File: src/rtl/isc_pkg.sv
package isc_pkg;

  typedef enum logic {
    SRC_EDGE  = 1'b0,
    SRC_LEVEL = 1'b1
  } src_kind_e;

  // per-source event strobes, all for the current cycle
  typedef struct packed {
    logic grant;  // request taken by the output stage
    logic rej;    // presenter handed it back
    logic eoi;    // presenter retired it
    logic cfg;    // configuration write
    logic scan;   // resend walk visits it
  } src_evt_t;

endpackage

File: src/rtl/isc_src_cell.sv
module isc_src_cell
  import isc_pkg::*;
#(
  parameter int PRIO_W = 8,
  parameter int SRV_W  = 4
) (
  input  logic              clk,
  input  logic              rst_n,
  input  logic              clr,
  input  logic              typed,
  input  src_kind_e         kind,
  input  logic              in_lvl,
  input  src_evt_t          evt,
  input  logic [PRIO_W-1:0] cfg_prio,
  input  logic [PRIO_W-1:0] cfg_saved,
  input  logic [SRV_W-1:0]  cfg_srv,
  output logic [PRIO_W-1:0] prio,
  output logic [PRIO_W-1:0] saved,
  output logic [SRV_W-1:0]  srv,
  output logic              want
);

  localparam logic [PRIO_W-1:0] MASKED = '1;

  logic [PRIO_W-1:0] prio_q, prio_n, saved_q, saved_n;
  logic [SRV_W-1:0]  srv_q, srv_n;
  logic mpend_q, mpend_n, rej_q, rej_n;
  logic asrt_q, asrt_n, sent_q, sent_n;
  logic want_q, want_n;
  logic in_q;
  logic rise, masked_n, lvl_evt;

  assign rise = in_lvl & ~in_q;

  always_comb begin
    prio_n  = evt.cfg ? cfg_prio  : prio_q;
    saved_n = evt.cfg ? cfg_saved : saved_q;
    srv_n   = evt.cfg ? cfg_srv   : srv_q;
    mpend_n = mpend_q;
    rej_n   = rej_q;
    asrt_n  = asrt_q;
    sent_n  = sent_q;
    want_n  = want_q;
    lvl_evt = 1'b0;
    masked_n = (prio_n == MASKED);

    if (evt.grant) want_n = 1'b0;

    if (typed) begin
      if (kind == SRC_EDGE) begin
        if (evt.rej) rej_n = 1'b1;
        if (rise) begin
          if (masked_n) mpend_n = 1'b1;
          else          want_n  = 1'b1;
        end
        if (evt.cfg) begin
          if (masked_n) begin
            if (want_n) begin
              want_n  = 1'b0;
              mpend_n = 1'b1;
            end
          end else if (mpend_n) begin
            mpend_n = 1'b0;
            want_n  = 1'b1;
          end
        end
        if (evt.scan && rej_n) begin
          rej_n = 1'b0;
          if (!masked_n) want_n = 1'b1;
        end
      end else begin
        if (evt.rej || evt.eoi) sent_n = 1'b0;
        if (evt.cfg && masked_n && want_n) begin
          want_n = 1'b0;
          sent_n = 1'b0;
        end
        lvl_evt = (in_lvl != asrt_q) || evt.cfg || evt.scan;
        asrt_n  = in_lvl;
        if (lvl_evt && !masked_n && asrt_n && !sent_n) begin
          sent_n = 1'b1;
          want_n = 1'b1;
        end
      end
    end
  end

  always_ff @(posedge clk or negedge rst_n) begin
    if (!rst_n) begin
      prio_q  <= MASKED;
      saved_q <= MASKED;
      srv_q   <= '0;
      mpend_q <= 1'b0;
      rej_q   <= 1'b0;
      asrt_q  <= 1'b0;
      sent_q  <= 1'b0;
      want_q  <= 1'b0;
      in_q    <= 1'b0;
    end else begin
      in_q <= in_lvl;
      if (clr) begin
        prio_q  <= MASKED;
        saved_q <= MASKED;
        srv_q   <= '0;
        mpend_q <= 1'b0;
        rej_q   <= 1'b0;
        asrt_q  <= 1'b0;
        sent_q  <= 1'b0;
        want_q  <= 1'b0;
      end else begin
        prio_q  <= prio_n;
        saved_q <= saved_n;
        srv_q   <= srv_n;
        mpend_q <= mpend_n;
        rej_q   <= rej_n;
        asrt_q  <= asrt_n;
        sent_q  <= sent_n;
        want_q  <= want_n;
      end
    end
  end

  assign prio  = prio_q;
  assign saved = saved_q;
  assign srv   = srv_q;
  assign want  = want_q;

endmodule

File: src/rtl/isc_pick.sv
module isc_pick #(
  parameter int NUM_SRC = 8,
  localparam int IDX_W = (NUM_SRC > 1) ? $clog2(NUM_SRC) : 1
) (
  input  logic [NUM_SRC-1:0] req,
  output logic               any,
  output logic [IDX_W-1:0]   idx
);

  always_comb begin
    idx = '0;
    for (int i = NUM_SRC - 1; i >= 0; i--) begin
      if (req[i]) idx = IDX_W'(i);
    end
  end

  assign any = |req;

endmodule

File: src/rtl/isc_scan.sv
module isc_scan #(
  parameter int NUM_SRC = 8,
  localparam int IDX_W = (NUM_SRC > 1) ? $clog2(NUM_SRC) : 1
) (
  input  logic               clk,
  input  logic               rst_n,
  input  logic               clr,
  input  logic               start,
  output logic               busy,
  output logic [NUM_SRC-1:0] hit
);

  localparam logic [IDX_W-1:0] LAST = IDX_W'(NUM_SRC - 1);

  logic             busy_q;
  logic [IDX_W-1:0] idx_q;

  always_ff @(posedge clk or negedge rst_n) begin
    if (!rst_n) begin
      busy_q <= 1'b0;
      idx_q  <= '0;
    end else if (clr) begin
      busy_q <= 1'b0;
      idx_q  <= '0;
    end else if (busy_q) begin
      if (idx_q == LAST) begin
        busy_q <= 1'b0;
        idx_q  <= '0;
      end else begin
        idx_q <= idx_q + 1'b1;
      end
    end else if (start) begin
      busy_q <= 1'b1;
      idx_q  <= '0;
    end
  end

  for (genvar g = 0; g < NUM_SRC; g++) begin : g_hit
    assign hit[g] = busy_q && (idx_q == IDX_W'(g));
  end

  assign busy = busy_q;

endmodule

File: src/rtl/irq_src_ctrl.sv
module irq_src_ctrl
  import isc_pkg::*;
#(
  parameter int NUM_SRC = 8,
  parameter int PRIO_W  = 8,
  parameter int SRV_W   = 4,
  parameter int NUM_W   = 16,
  parameter int BASE    = 32,
  localparam int IDX_W  = (NUM_SRC > 1) ? $clog2(NUM_SRC) : 1
) (
  input  logic               clk,
  input  logic               rst_n,
  input  logic               state_clr,
  input  logic [NUM_SRC-1:0] src_in,
  input  logic               type_wr_en,
  input  logic [IDX_W-1:0]   type_wr_idx,
  input  logic               type_wr_level,
  output logic               type_err,
  input  logic               cfg_wr_en,
  input  logic [IDX_W-1:0]   cfg_wr_idx,
  input  logic [SRV_W-1:0]   cfg_wr_server,
  input  logic [PRIO_W-1:0]  cfg_wr_prio,
  input  logic [PRIO_W-1:0]  cfg_wr_saved,
  output logic               pres_valid,
  input  logic               pres_ready,
  output logic [NUM_W-1:0]   pres_num,
  output logic [PRIO_W-1:0]  pres_prio,
  output logic [SRV_W-1:0]   pres_server,
  output logic [PRIO_W-1:0]  pres_saved,
  input  logic               rej_valid,
  input  logic [NUM_W-1:0]   rej_num,
  input  logic               eoi_valid,
  input  logic [NUM_W-1:0]   eoi_num,
  input  logic               resend_req,
  output logic               resend_busy
);

  localparam logic [NUM_W-1:0] BASE_NUM  = NUM_W'(BASE);
  localparam logic [NUM_W-1:0] COUNT_NUM = NUM_W'(NUM_SRC);

  // ---------------- kind registers (cleared by rst_n only)
  logic [NUM_SRC-1:0] typed_q;
  src_kind_e          kind_q [NUM_SRC];
  logic               type_err_q;
  logic               type_ok;

  assign type_ok = type_wr_en && (int'(type_wr_idx) < NUM_SRC);

  always_ff @(posedge clk or negedge rst_n) begin
    if (!rst_n) begin
      typed_q    <= '0;
      type_err_q <= 1'b0;
      for (int i = 0; i < NUM_SRC; i++) kind_q[i] <= SRC_EDGE;
    end else begin
      type_err_q <= type_ok && typed_q[type_wr_idx];
      if (type_ok && !typed_q[type_wr_idx]) begin
        typed_q[type_wr_idx] <= 1'b1;
        kind_q[type_wr_idx]  <= type_wr_level ? SRC_LEVEL : SRC_EDGE;
      end
    end
  end

  assign type_err = type_err_q;

  // ---------------- number decode for reject / EOI
  logic [NUM_W-1:0] rej_rel, eoi_rel;
  logic             rej_in, eoi_in;

  assign rej_rel = rej_num - BASE_NUM;
  assign eoi_rel = eoi_num - BASE_NUM;
  assign rej_in  = rej_valid && (rej_rel < COUNT_NUM);
  assign eoi_in  = eoi_valid && (eoi_rel < COUNT_NUM);

  // ---------------- resend walker
  logic [NUM_SRC-1:0] scan_hit;

  isc_scan #(.NUM_SRC(NUM_SRC)) u_scan (
    .clk   (clk),
    .rst_n (rst_n),
    .clr   (state_clr),
    .start (resend_req),
    .busy  (resend_busy),
    .hit   (scan_hit)
  );

  // ---------------- per-source state
  logic [NUM_SRC-1:0] want;
  logic [PRIO_W-1:0]  prio_a  [NUM_SRC];
  logic [PRIO_W-1:0]  saved_a [NUM_SRC];
  logic [SRV_W-1:0]   srv_a   [NUM_SRC];
  src_evt_t           evt     [NUM_SRC];

  logic             pick_any, load;
  logic [IDX_W-1:0] pick_idx;
  logic             out_v;

  for (genvar g = 0; g < NUM_SRC; g++) begin : g_src
    assign evt[g].grant = load && (pick_idx == IDX_W'(g));
    assign evt[g].rej   = rej_in && (rej_rel == NUM_W'(g));
    assign evt[g].eoi   = eoi_in && (eoi_rel == NUM_W'(g));
    assign evt[g].cfg   = cfg_wr_en && (cfg_wr_idx == IDX_W'(g));
    assign evt[g].scan  = scan_hit[g];

    isc_src_cell #(.PRIO_W(PRIO_W), .SRV_W(SRV_W)) u_cell (
      .clk       (clk),
      .rst_n     (rst_n),
      .clr       (state_clr),
      .typed     (typed_q[g]),
      .kind      (kind_q[g]),
      .in_lvl    (src_in[g]),
      .evt       (evt[g]),
      .cfg_prio  (cfg_wr_prio),
      .cfg_saved (cfg_wr_saved),
      .cfg_srv   (cfg_wr_server),
      .prio      (prio_a[g]),
      .saved     (saved_a[g]),
      .srv       (srv_a[g]),
      .want      (want[g])
    );
  end

  // ---------------- output stage
  isc_pick #(.NUM_SRC(NUM_SRC)) u_pick (
    .req (want),
    .any (pick_any),
    .idx (pick_idx)
  );

  assign load = pick_any && (!out_v || pres_ready) && !state_clr;

  logic [NUM_W-1:0]  out_num;
  logic [PRIO_W-1:0] out_prio, out_saved;
  logic [SRV_W-1:0]  out_srv;

  always_ff @(posedge clk or negedge rst_n) begin
    if (!rst_n) begin
      out_v     <= 1'b0;
      out_num   <= '0;
      out_prio  <= '0;
      out_saved <= '0;
      out_srv   <= '0;
    end else if (state_clr) begin
      out_v <= 1'b0;
    end else if (load) begin
      out_v     <= 1'b1;
      out_num   <= BASE_NUM + NUM_W'(pick_idx);
      out_prio  <= prio_a[pick_idx];
      out_saved <= saved_a[pick_idx];
      out_srv   <= srv_a[pick_idx];
    end else if (pres_ready) begin
      out_v <= 1'b0;
    end
  end

  assign pres_valid  = out_v;
  assign pres_num    = out_num;
  assign pres_prio   = out_prio;
  assign pres_server = out_srv;
  assign pres_saved  = out_saved;

endmodule

File: config.mk
export PLATFORM = sky130hd
export DESIGN_NAME = irq_src_ctrl
export DESIGN_NICKNAME = d
export VERILOG_FILES = /design/src/rtl/isc_pkg.sv /design/src/rtl/isc_src_cell.sv /design/src/rtl/isc_pick.sv /design/src/rtl/isc_scan.sv /design/src/rtl/irq_src_ctrl.sv
export SDC_FILE = /design/constraint.sdc
export NUM_CORES = 1
export LEC_CHECK = 0
export BUFFER_PORTS_ARGS = -buffer_cell sky130_fd_sc_hd__buf_2
export CELL_PAD_IN_SITES_DETAIL_PLACEMENT = 1
export CELL_PAD_IN_SITES_GLOBAL_PLACEMENT = 2
export CORE_MARGIN = 3
export CORE_UTILIZATION = 42
export CTS_BUF_LIST = sky130_fd_sc_hd__clkbuf_8
export DETAILED_ROUTE_END_ITERATION = 10
export GPL_ROUTABILITY_DRIVEN = 0
export PLACE_DENSITY = 0.92
export SLEW_MARGIN = 10
export SYNTH_ARGS = -nofsm -noshare
export SYNTH_HDL_FRONTEND = slang
export SYNTH_SLANG_ARGS = --single-unit
File: constraint.sdc
create_clock -name clk -period 4.57 [get_ports clk]
set_input_delay 0.6855 -clock clk [delete_from_list [all_inputs] [get_ports clk]]
set_output_delay 0.6855 -clock clk [all_outputs]
set_load 0.02 [all_outputs]
## Word-level counts from Yosys, hierarchy flattened

Cells that the tools add are included.

- Memories: 0
- Bits in latches: 0
- Logic and storage cells: 796
- Input port bits: 76
- Bits in registers: 266
- Bits in writable memories: 0
- ROM bits: 0

- $lt $le $gt $ge: 7
- Div/mod/pow operators: 0
- Reductions and logical operators: 189
- $add $sub $neg: 4
- Bitwise logic cells: 20
- Muxes and demuxes: 428
- Equality and inequality tests: 59
- Shift operators: 0
- Multipliers: 0

Operator list:

| operator | number |
|---|---|
| $mux 1 | 355 |
| $mux 8 | 36 |
| $eq 16x3->1 const B | 8 |
| $logic_and 1x1->1 | 96 |
| $mux 4 | 18 |
| $eq 16x2->1 const B | 4 |
| $eq 8x8->1 const B | 8 |
| $bmux 8 s3 | 2 |
| $reduce_bool 2->1 | 24 |
| $eq 3x3->1 const B | 12 |
| $mux 3 | 12 |
| $reduce_and 2->1 | 17 |
| $eq 16x1->1 const B | 2 |
| $logic_not 16->1 | 2 |
| $lt 16x4->1 const B | 2 |
| $sub 16x6->16 const B | 2 |
| $logic_or 1x1->1 | 25 |
| $logic_not 1->1 | 19 |
| $eq 3x2->1 const B | 6 |
| $ne 2x2->1 const B | 8 |
| $bmux 4 s3 | 1 |
| $eq 3x1->1 const B | 3 |
| $logic_not 3->1 | 3 |
| $not 1->1 | 9 |
| other kinds (15) | 33 |

## Longest topological paths before layout

Gate-level depths: netlist of the first run.

- Word-level depth: 23
- Gate-level depth with buffers: 9

## Hierarchy

Synthesis of the first run repeated with hierarchy kept, for this count alone.

- Cell total of the unflattened synthesis: 1220
- Area total of the unflattened synthesis: 13580.5 µm²

By module, submodules not included:

| module | seq. area each (µm²) | instances | area an instance (µm²) | cells an instance |
|---|---|---|---|---|
| isc_src_cell | 670.6 | 8 | 1227.4 | 111 |
| irq_src_ctrl | 1051.0 | 1 | 3363.2 | 287 |
| isc_scan | 100.1 | 1 | 316.6 | 32 |
| isc_pick | 0.0 | 1 | 81.3 | 13 |

## Worst setup path after synthesis of the first run

Ideal clock, no wire load.

- Path type: in2reg
- Start point: input port eoi_num[14]
- End point: register g_src[7].u_cell.want_q
- Slack: 1.912 ns
- Data required time: 4.506 ns
- Stages on the path: 6
- Data arrival time: 2.593 ns
- Cells stage by stage: or4_4 > or4b_2 > nor4_4 > a31oi_1 > nor4_1 > a311o_2

- Cells in the longest elaborated chain, start to end: 15

RTL lines:

| element | line | source |
|---|---|---|
| start: declaration | irq_src_ctrl.sv:33 | `input logic [NUM_W-1:0] eoi_num,` |
| $sub 16x6->16 (*) | irq_src_ctrl.sv:70 | `assign eoi_rel = eoi_num - BASE_NUM;` |
| $lt 16x4->1 | irq_src_ctrl.sv:72 | `assign eoi_in = eoi_valid && (eoi_rel < COUNT_NUM);` |
| $logic_and 1x1->1 | irq_src_ctrl.sv:72 |  |
| $logic_and 1x1->1 (*) | irq_src_ctrl.sv:100 | `assign evt[g].eoi = eoi_in && (eoi_rel == NUM_W'(g));` |
| $logic_or 1x1->1 (*) | isc_src_cell.sv:72 | `if (evt.rej \|\| evt.eoi) sent_n = 1'b0;` |
| $mux 1 (*) | isc_src_cell.sv:72 |  |
| $mux 1 (*) | isc_src_cell.sv:73 | `if (evt.cfg && masked_n && want_n) begin` |
| $mux 1 (*) | isc_src_cell.sv:50 | `if (kind == SRC_EDGE) begin` |
| $mux 1 (*) | isc_src_cell.sv:49 | `if (typed) begin` |
| $logic_not 1->1 (*) | isc_src_cell.sv:79 | `if (lvl_evt && !masked_n && asrt_n && !sent_n) begin` |
| $logic_and 1x1->1 (*) | isc_src_cell.sv:79 |  |
| $mux 1 (*) | isc_src_cell.sv:79 |  |
| $mux 1 (*) | isc_src_cell.sv:50 |  |
| $mux 1 (*) | isc_src_cell.sv:49 |  |
| $mux 1 (*) | isc_src_cell.sv:100 | `if (clr) begin` |
| end signal: assignment | isc_src_cell.sv:117 | `want_q <= want_n;` |
| end: declaration | isc_src_cell.sv:29 | `logic want_q, want_n;` |

Every way passes the cells marked *; elsewhere a longest branch is shown, timed or not. The select of a mux whose other input is x is not followed.
A chain may end at the register's enable or synchronous reset.

## Worst setup path in the final report of the first run

- Start point: register g_src[5].u_cell.want_q
- End point: register out_saved[6], in the netlist pres_saved[6]

- Cells in the longest elaborated chain, start to end: 10

RTL lines:

| element | line | source |
|---|---|---|
| start: declaration | isc_src_cell.sv:29 |  |
| start signal: assignment | isc_src_cell.sv:117 |  |
| $mux 3 (6 in a row) | isc_pick.sv:13 | `if (req[i]) idx = IDX_W'(i);` |
| $not 3->4 (not written as such) | irq_src_ctrl.sv:148 | `out_saved <= saved_a[pick_idx];` |
| $bmux 8 s3 | irq_src_ctrl.sv:148 |  |
| $mux 8 (not written as such) (2 in a row) | irq_src_ctrl.sv:148 |  |
| end signal: assignment | irq_src_ctrl.sv:148 |  |
| end: declaration | irq_src_ctrl.sv:132 | `logic [PRIO_W-1:0] out_prio, out_saved;` |

Parallel ways exist; a longest one is shown, timed or not. The select of a mux whose other input is x is not followed.

==> results.sh, run 1 <==
export IMPL_ys_seq_elements=254
export IMPL_required_ns=5.02
export IMPL_cp_end_kind="register"
export IMPL_wl_per_cell_microns=23.8
export IMPL_antenna_found_initial=0
export IMPL_yosysUniqueCellTypes=72
export IMPL_crit_cells=6
export IMPL_slew_headroom_pct=22.6
export IMPL_synth_flop_cell="dfstp_2"
export IMPL_vias_per_cell=6.14
export IMPL_worst_pin_slew_ns=1.15
export IMPL_min_period_over_period_pct=64.9
export IMPL_final_util_pct=48.8
export IMPL_clk_pin_slew_ns=0.06
export IMPL_finalPower_w=0.00620
export IMPL_clock_path_buffers=3
export IMPL_r2r_cells=6
export IMPL_clock_sinks=254
export IMPL_cts_resized_gates=0
export IMPL_die_x_microns=182
export IMPL_netlist_instances=1422
export IMPL_rows=63
export IMPL_p_per_area_nw_per_um2=423
export IMPL_dieHeight_microns=182
export IMPL_portBuffers=102
export IMPL_synth_area_leader_cell="dfstp_2"
export IMPL_max_freq_mhz=337
export IMPL_power_frac_clock_pct=33.7
export IMPL_syn_cell_area_sq_um=13000
export IMPL_yosysWarnings=0
export IMPL_antenna_cells=0
export IMPL_crit_end="pres_saved[6]$_DFFE_PN0P_"
export IMPL_detail_route_antenna_nets=0
export IMPL_ys_top_cells_by_count="nand2_1 (342), nand3_1 (144), dfstp_2 (128)"
export IMPL_ff2ff_setup_slack_ns=1.60
export IMPL_drc=0
export IMPL_drt_pre_antenna_iters=6
export IMPL_areaGrowthSynthToFinish_pct=13.0
export IMPL_crit_buf_inv=1
export IMPL_critPathArrivalTime_ns=3.41
export IMPL_core_sq_um=30000
export IMPL_power_frac_seq_pct=43.1
export IMPL_grt_remaining_overflow=0
export IMPL_dr_first_iter_drc_count=1051
export IMPL_critical_path_class="register to register"
export IMPL_holdBufCountCts=0
export IMPL_startpoint="g_src[5].u_cell.want$_DFF_PN0_"
export IMPL_final_hold_viol_count=0
export IMPL_grt_pass1_wl_microns=71000
export IMPL_finalWirelength_microns=45300
export IMPL_fin_setup_tns_ns=0
export IMPL_cts_buffers=45
export IMPL_grt_max_degree=111
export IMPL_place_inst=1823
export IMPL_p_int_w=0.00411
export IMPL_slowest_stage="a221oi_4"
export IMPL_dieArea_sq_um=33000
export IMPL_clk_latency_ns=0.56
export IMPL_finalSetupViolCount=0
export IMPL_status="finished, final reports clean"
export IMPL_hold_class="primary input to asynchronous set/reset pin"
export IMPL_synth_enable_flop_cells=0
export IMPL_power_switching_w=0.00210
export IMPL_maxCapViolations=0
export IMPL_io_pins=115
export IMPL_crit_family="compound AO/OA/AOI/OAI gates"
export IMPL_ys_seq_area_share_pct=50.3
export IMPL_skew_ns=0.0178
export IMPL_ir_drop_v=0.000217
export IMPL_synthArstFlopShare_pct=100
export IMPL_cts_root_buf="clkbuf_8"
export IMPL_start_util_pct=43.2
export IMPL_grt_use_total_pct=27.0
export IMPL_worstReg2RegStart="g_src[5].u_cell.want$_DFF_PN0_"
export IMPL_avgSynthCellArea_sq_um=9.11
export IMPL_synth_top_area_share_pct=25.9
export IMPL_max_stage_delay_ns=0.83
export IMPL_drive_above_1_share_pct=24.7
export IMPL_min_period_ns=2.97
export IMPL_htree_levels=2
export IMPL_reg2reg_to="pres_saved[6]$_DFFE_PN0P_"
export IMPL_post_cts_buffers=0
export IMPL_p_leak_nw=6.48
export IMPL_crit_fanout=15
export IMPL_maxSlewViolCount=0
export IMPL_ys_top_cells_by_area="dfstp_2 (26%), dfrtp_1 (24%), nand2_1 (9.9%), nand3_1 (5.6%), mux2i_1 (3.0%)"
export IMPL_cp_start_kind="register"
export IMPL_rsz0062_at_grt="no"
export IMPL_layoutNonFillerInstCount=1907
export IMPL_finish_net_count=1564
export IMPL_tritoncts="yes"
export IMPL_worstPathCellList="nor2_1, a221oi_4, and3_1, buf_4, a22oi_1, o221ai_1"
export IMPL_vias=11700
export IMPL_p_sw_share_pct=33.8
export IMPL_dp_hpwl_microns=29700
export IMPL_synth_most_common_cell="nand2_1"
export IMPL_grt_pass1_vias=12200
export IMPL_p_comb_share_pct=23.2
## flip-flops by register name, summed over array words and instances (netlist names), 8 cells and up
signal	count
typed_q	8
kind_q	8
g_src.u_cell.sent_q	8
g_src.u_cell.want	8
g_src.u_cell.prio	64
g_src.u_cell.asrt_q	8
g_src.u_cell.in_q	8
g_src.u_cell.rej_q	8
pres_prio	8
pres_saved	8
g_src.u_cell.saved	64
g_src.u_cell.srv	32
g_src.u_cell.mpend_q	8
## worst reg2reg max path, cell delays in order, from the launching register on
cell and delay, ns:
dfrtp_1 0.59, nor2_1 0.15, a221oi_4 0.83, and3_1 0.62, buf_4 0.34, a22oi_1 0.14, o221ai_1 0.19
## cell families after synthesis
family / share of synthesized area, %
fa+ha+maj: 0.772
other cells: 0.0289
mux: 4.05
xor+xnor: 0.135
simple gates: 24.3
buf+inv: 4.92
compound gates: 15.5
flops: 50.3
## layout by cell type (no fill, tap or decap), types with 37 or more instances in the layout
cell and count:
nand2_1 342, nand3_1 144, dfstp_2 128, dfrtp_1 126, buf_2 101, a21oi_1 73, clkbuf_8 56, nor2_1 47
mux2i_1 39, inv_1 37
## power by group through the flow
| stage | clock network [W] | registers [W] | logic, W |
|---|---|---|---|
| floorplan | 0 | 0.00272 | 0.000818 |
| global placement | 0 | 0.00270 | 0.00138 |
| detailed placement | 0 | 0.00270 | 0.00142 |
| CTS | 0.00213 | 0.00267 | 0.00143 |
| global route | 0.00223 | 0.00269 | 0.00156 |
| finish | 0.00209 | 0.00267 | 0.00144 |
## through the flow
| stage | setup slack [ns] | instance area (sq um) | hold slack [ns] |
|---|---|---|---|
| global route | 1.48 | 14700 | 0.0791 |
| global placement | 1.51 | 13800 | 0.448 |
| floorplan | 1.91 | 13000 | 0.390 |
| CTS | 1.68 | 14700 | 0.0609 |
| finish | 1.60 | 14700 | 0.0600 |
| detailed placement | 1.41 | 13800 | 0.452 |
## how the worst min path moves through the flow
stage | start | end | depth (start not counted)
2_1_floorplan | rst_n | g_src[0].u_cell.asrt_q$_DFFE_PN0P_ | 0
3_3_place_gp | pres_num[5]$_DFFE_PN0P_ | pres_num[5]$_DFFE_PN0P_ | 1
3_5_place_dp | pres_num[5]$_DFFE_PN0P_ | pres_num[5]$_DFFE_PN0P_ | 1
4_1_cts | rst_n | g_src[5].u_cell.asrt_q$_DFFE_PN0P_ | 1
5_1_grt | rst_n | g_src[5].u_cell.asrt_q$_DFFE_PN0P_ | 1
6_report | rst_n | g_src[4].u_cell.in_q$_DFF_PN0_ | 1
## area by class of cell
cell class,instances,area (sq um)
fill,3460,15400
inverter,19,73.8
clock buffer,56,771
tap,390,488
clock inverter,28,126
timing repair buffer,133,766
multi-input combinational,1027,5910
sequential,254,6520
## layer usage
metal	share of wire, %	routed length, microns	global-route usage, %	vias up
met5	0	0	0	-
met4	3.5	1600	10.4	0
met3	6.1	2770	4.19	110
met2	46	21000	42.7	401
met1	44	20000	37.7	6008
li1	-	-	-	5192
Power figures use the tool's default switching activity.
==> run 2, diff against run 1 <==
CORE_UTILIZATION = 35   (was 42)
PLACE_DENSITY = 0.82   (was 0.92)
clock period = 2.6 ns   (was 4.57 ns; I/O delays follow)
==> results.sh, run 2 (synthesized netlist as in run 1, its figures left out) <==
export IMPL_grt_pass1_vias=12400
export IMPL_dieArea_sq_um=39400
export IMPL_p_per_area_nw_per_um2=753
export IMPL_final_hold_viol_count=0
export IMPL_finalSetupViolCount=0
export IMPL_crit_end="pres_prio[5]$_DFFE_PN0P_"
export IMPL_whs_ns=0.0436
export IMPL_dp_hpwl_microns=32300
export IMPL_dr_first_iter_drc_count=921
export IMPL_clock_path_buffers=3
export IMPL_min_period_over_period_pct=94.9
export IMPL_p_int_w=0.00765
export IMPL_final_util_pct=42.5
export IMPL_htree_levels=2
export IMPL_p_sw_share_pct=33.7
export IMPL_worstReg2RegStart="g_src[1].u_cell.want$_DFF_PN0_"
export IMPL_rsz0062_at_grt="no"
export IMPL_grt_pass1_wl_microns=74300
export IMPL_clk_pin_slew_ns=0.06
export IMPL_cp_start_kind="register"
export IMPL_die_x_microns=198
export IMPL_critical_path_class="register to register"
export IMPL_cts_buffers=48
export IMPL_max_freq_mhz=405
export IMPL_required_ns=3.06
export IMPL_tritoncts="yes"
export IMPL_drc=0
export IMPL_dpl_worst_slack_ns=-0.0787
export IMPL_clk_latency_ns=0.64
export IMPL_io_pins=115
export IMPL_grt_use_total_pct=24.4
export IMPL_slew_headroom_pct=46.5
export IMPL_worst_pin_slew_ns=0.802
export IMPL_rows=69
export IMPL_status="finished, final reports clean"
export IMPL_fill_cells=4179
export IMPL_grt_max_degree=73
export IMPL_p_comb_share_pct=23.6
export IMPL_power_frac_clock_pct=35.9
export IMPL_clock_sinks=254
export IMPL_ir_drop_v=0.000365
export IMPL_crit_buf_inv=1
export IMPL_finish_net_count=1617
export IMPL_wl_per_cell_microns=23.4
export IMPL_crit_cells=6
export IMPL_cts_root_buf="clkbuf_8"
export IMPL_p_leak_nw=6.78
export IMPL_mostFrequentLayoutCells="nand2_1 (342), nand3_1 (144), dfstp_2 (128)"
export IMPL_vias=11700
export IMPL_antenna_found_initial=0
export IMPL_skew_ns=0.0429
export IMPL_crit_fanout=10
export IMPL_drive_above_1_share_pct=26.8
export IMPL_finalPower_w=0.0115
export IMPL_detail_route_antenna_nets=0
export IMPL_finalWirelength_microns=47600
export IMPL_slowest_stage="or4_1"
export IMPL_vias_per_cell=5.76
export IMPL_cp_end_kind="register"
export IMPL_r2r_cells=6
export IMPL_startpoint="g_src[1].u_cell.want$_DFF_PN0_"
export IMPL_crit_family="compound AO/OA/AOI/OAI gates"
export IMPL_drt_pre_antenna_iters=5
export IMPL_start_util_pct=36.0
export IMPL_max_stage_delay_ns=0.64
export IMPL_cp_common_cell="o21ai_0"
export IMPL_portBuffers=102
export IMPL_antenna_cells=0
export IMPL_reg2reg_to="pres_prio[5]$_DFFE_PN0P_"
export IMPL_ff2ff_setup_slack_ns=0.13
export IMPL_critPathArrivalTime_ns=2.93
export IMPL_worstPathCellList="or4_1, buf_4, a22oi_1, o21ai_0, a222oi_1, o21ai_0"
export IMPL_worst_slack_ns=0.131
export IMPL_areaGrowthSynthToFinish_pct=18.1
export IMPL_hold_class="primary input to register"
export IMPL_power_frac_seq_pct=40.6
export IMPL_fin_setup_tns_ns=0
export IMPL_final_common_cell="nand2_1"
export IMPL_dieHeight_microns=198
export IMPL_maxSlewViolCount=0
export IMPL_min_period_ns=2.47
export IMPL_grt_remaining_overflow=0
export IMPL_maxCapViolations=0
export IMPL_core_sq_um=36000
export IMPL_power_switching_w=0.00388
-- run 2: changes by cell type in the layout (fill, tap and decap cells not counted), sizes merged --
cell / before / now
clkbuf: 56 / 63
bufinv: 0 / 1
dlygate4sd3: 0 / 9
buf: 133 / 174
clkinv: 6 / 3
-- run 2: layout make-up --
type | instances | area, sq um | share of cell area (%)
Clock buffer | 63 | 867 | 5.66
Clock inverter | 26 | 144 | 0.940
Inverter | 19 | 73.8 | 0.482
Multi-Input combinational cell | 1027 | 5920 | 38.7
Sequential cell | 254 | 6520 | 42.6
Tap cell | 461 | 577 | 3.77
Timing Repair Buffer | 183 | 1210 | 7.93
-- run 2: worst min path at each step --
stage,end,cells past startpoint,from,slack [ns]
4_1_cts,type_err$_DFF_PN0_,2,type_wr_en,0.01
3_5_place_dp,kind_q[2]$_DFFE_PN0P_,1,rst_n,0.44
3_3_place_gp,typed_q[5]$_DFFE_PN0P_,1,rst_n,0.44
5_1_grt,g_src[0].u_cell.saved[2]$_DFFE_PN1P_,3,cfg_wr_saved[2],0.04
2_1_floorplan,g_src[0].u_cell.asrt_q$_DFFE_PN0P_,0,rst_n,0.09
6_report,type_err$_DFF_PN0_,2,type_wr_en,0.04
-- run 2: metrics by stage --
stage               cell area, sq um  cells
floorplan                      13000   1433
global placement               14200   1935
detailed placement             14200   1935
CTS                            15300   2033
global route                   15300   2033
finish                         15300   2033
-- run 2: power groups by stage --
stage | Sequential (W) | Combinational (W) | Clock (W)
3_5_place_dp | 0.00473 | 0.00268 | 0
2_1_floorplan | 0.00479 | 0.00144 | 0
5_1_grt | 0.00472 | 0.00295 | 0.00442
6_report | 0.00468 | 0.00272 | 0.00414
3_3_place_gp | 0.00473 | 0.00262 | 0
4_1_cts | 0.00468 | 0.00272 | 0.00424
-- run 2: timing repair --
item                                    in CTS  in global routing
endpoints found under the setup margin       0                  1
endpoints found under the hold margin       73                  0
buffers inserted                             0                  0
hold buffers                                 9                  0
gates resized for setup                      0                  1
-- run 2: worst register-to-register path: cells and delay by family, from the launching register on --
family	cells	cell delay (ns)
AOI/OAI and AO/OA	4	0.90
and+or+nand+nor	1	0.65
DFF	1	0.54
buffers and inverters	1	0.21
-- run 2: routing by layer --
| metal | vias to the layer above | routed length (microns) | global-route usage, % |
|---|---|---|---|
| li1 | 5288 | - | - |
| met1 | 6063 | 22200 | 34.5 |
| met2 | 289 | 22000 | 38.9 |
| met3 | 77 | 2140 | 3.57 |
| met4 | 0 | 1220 | 7.50 |
| met5 | - | 0 | 0 |
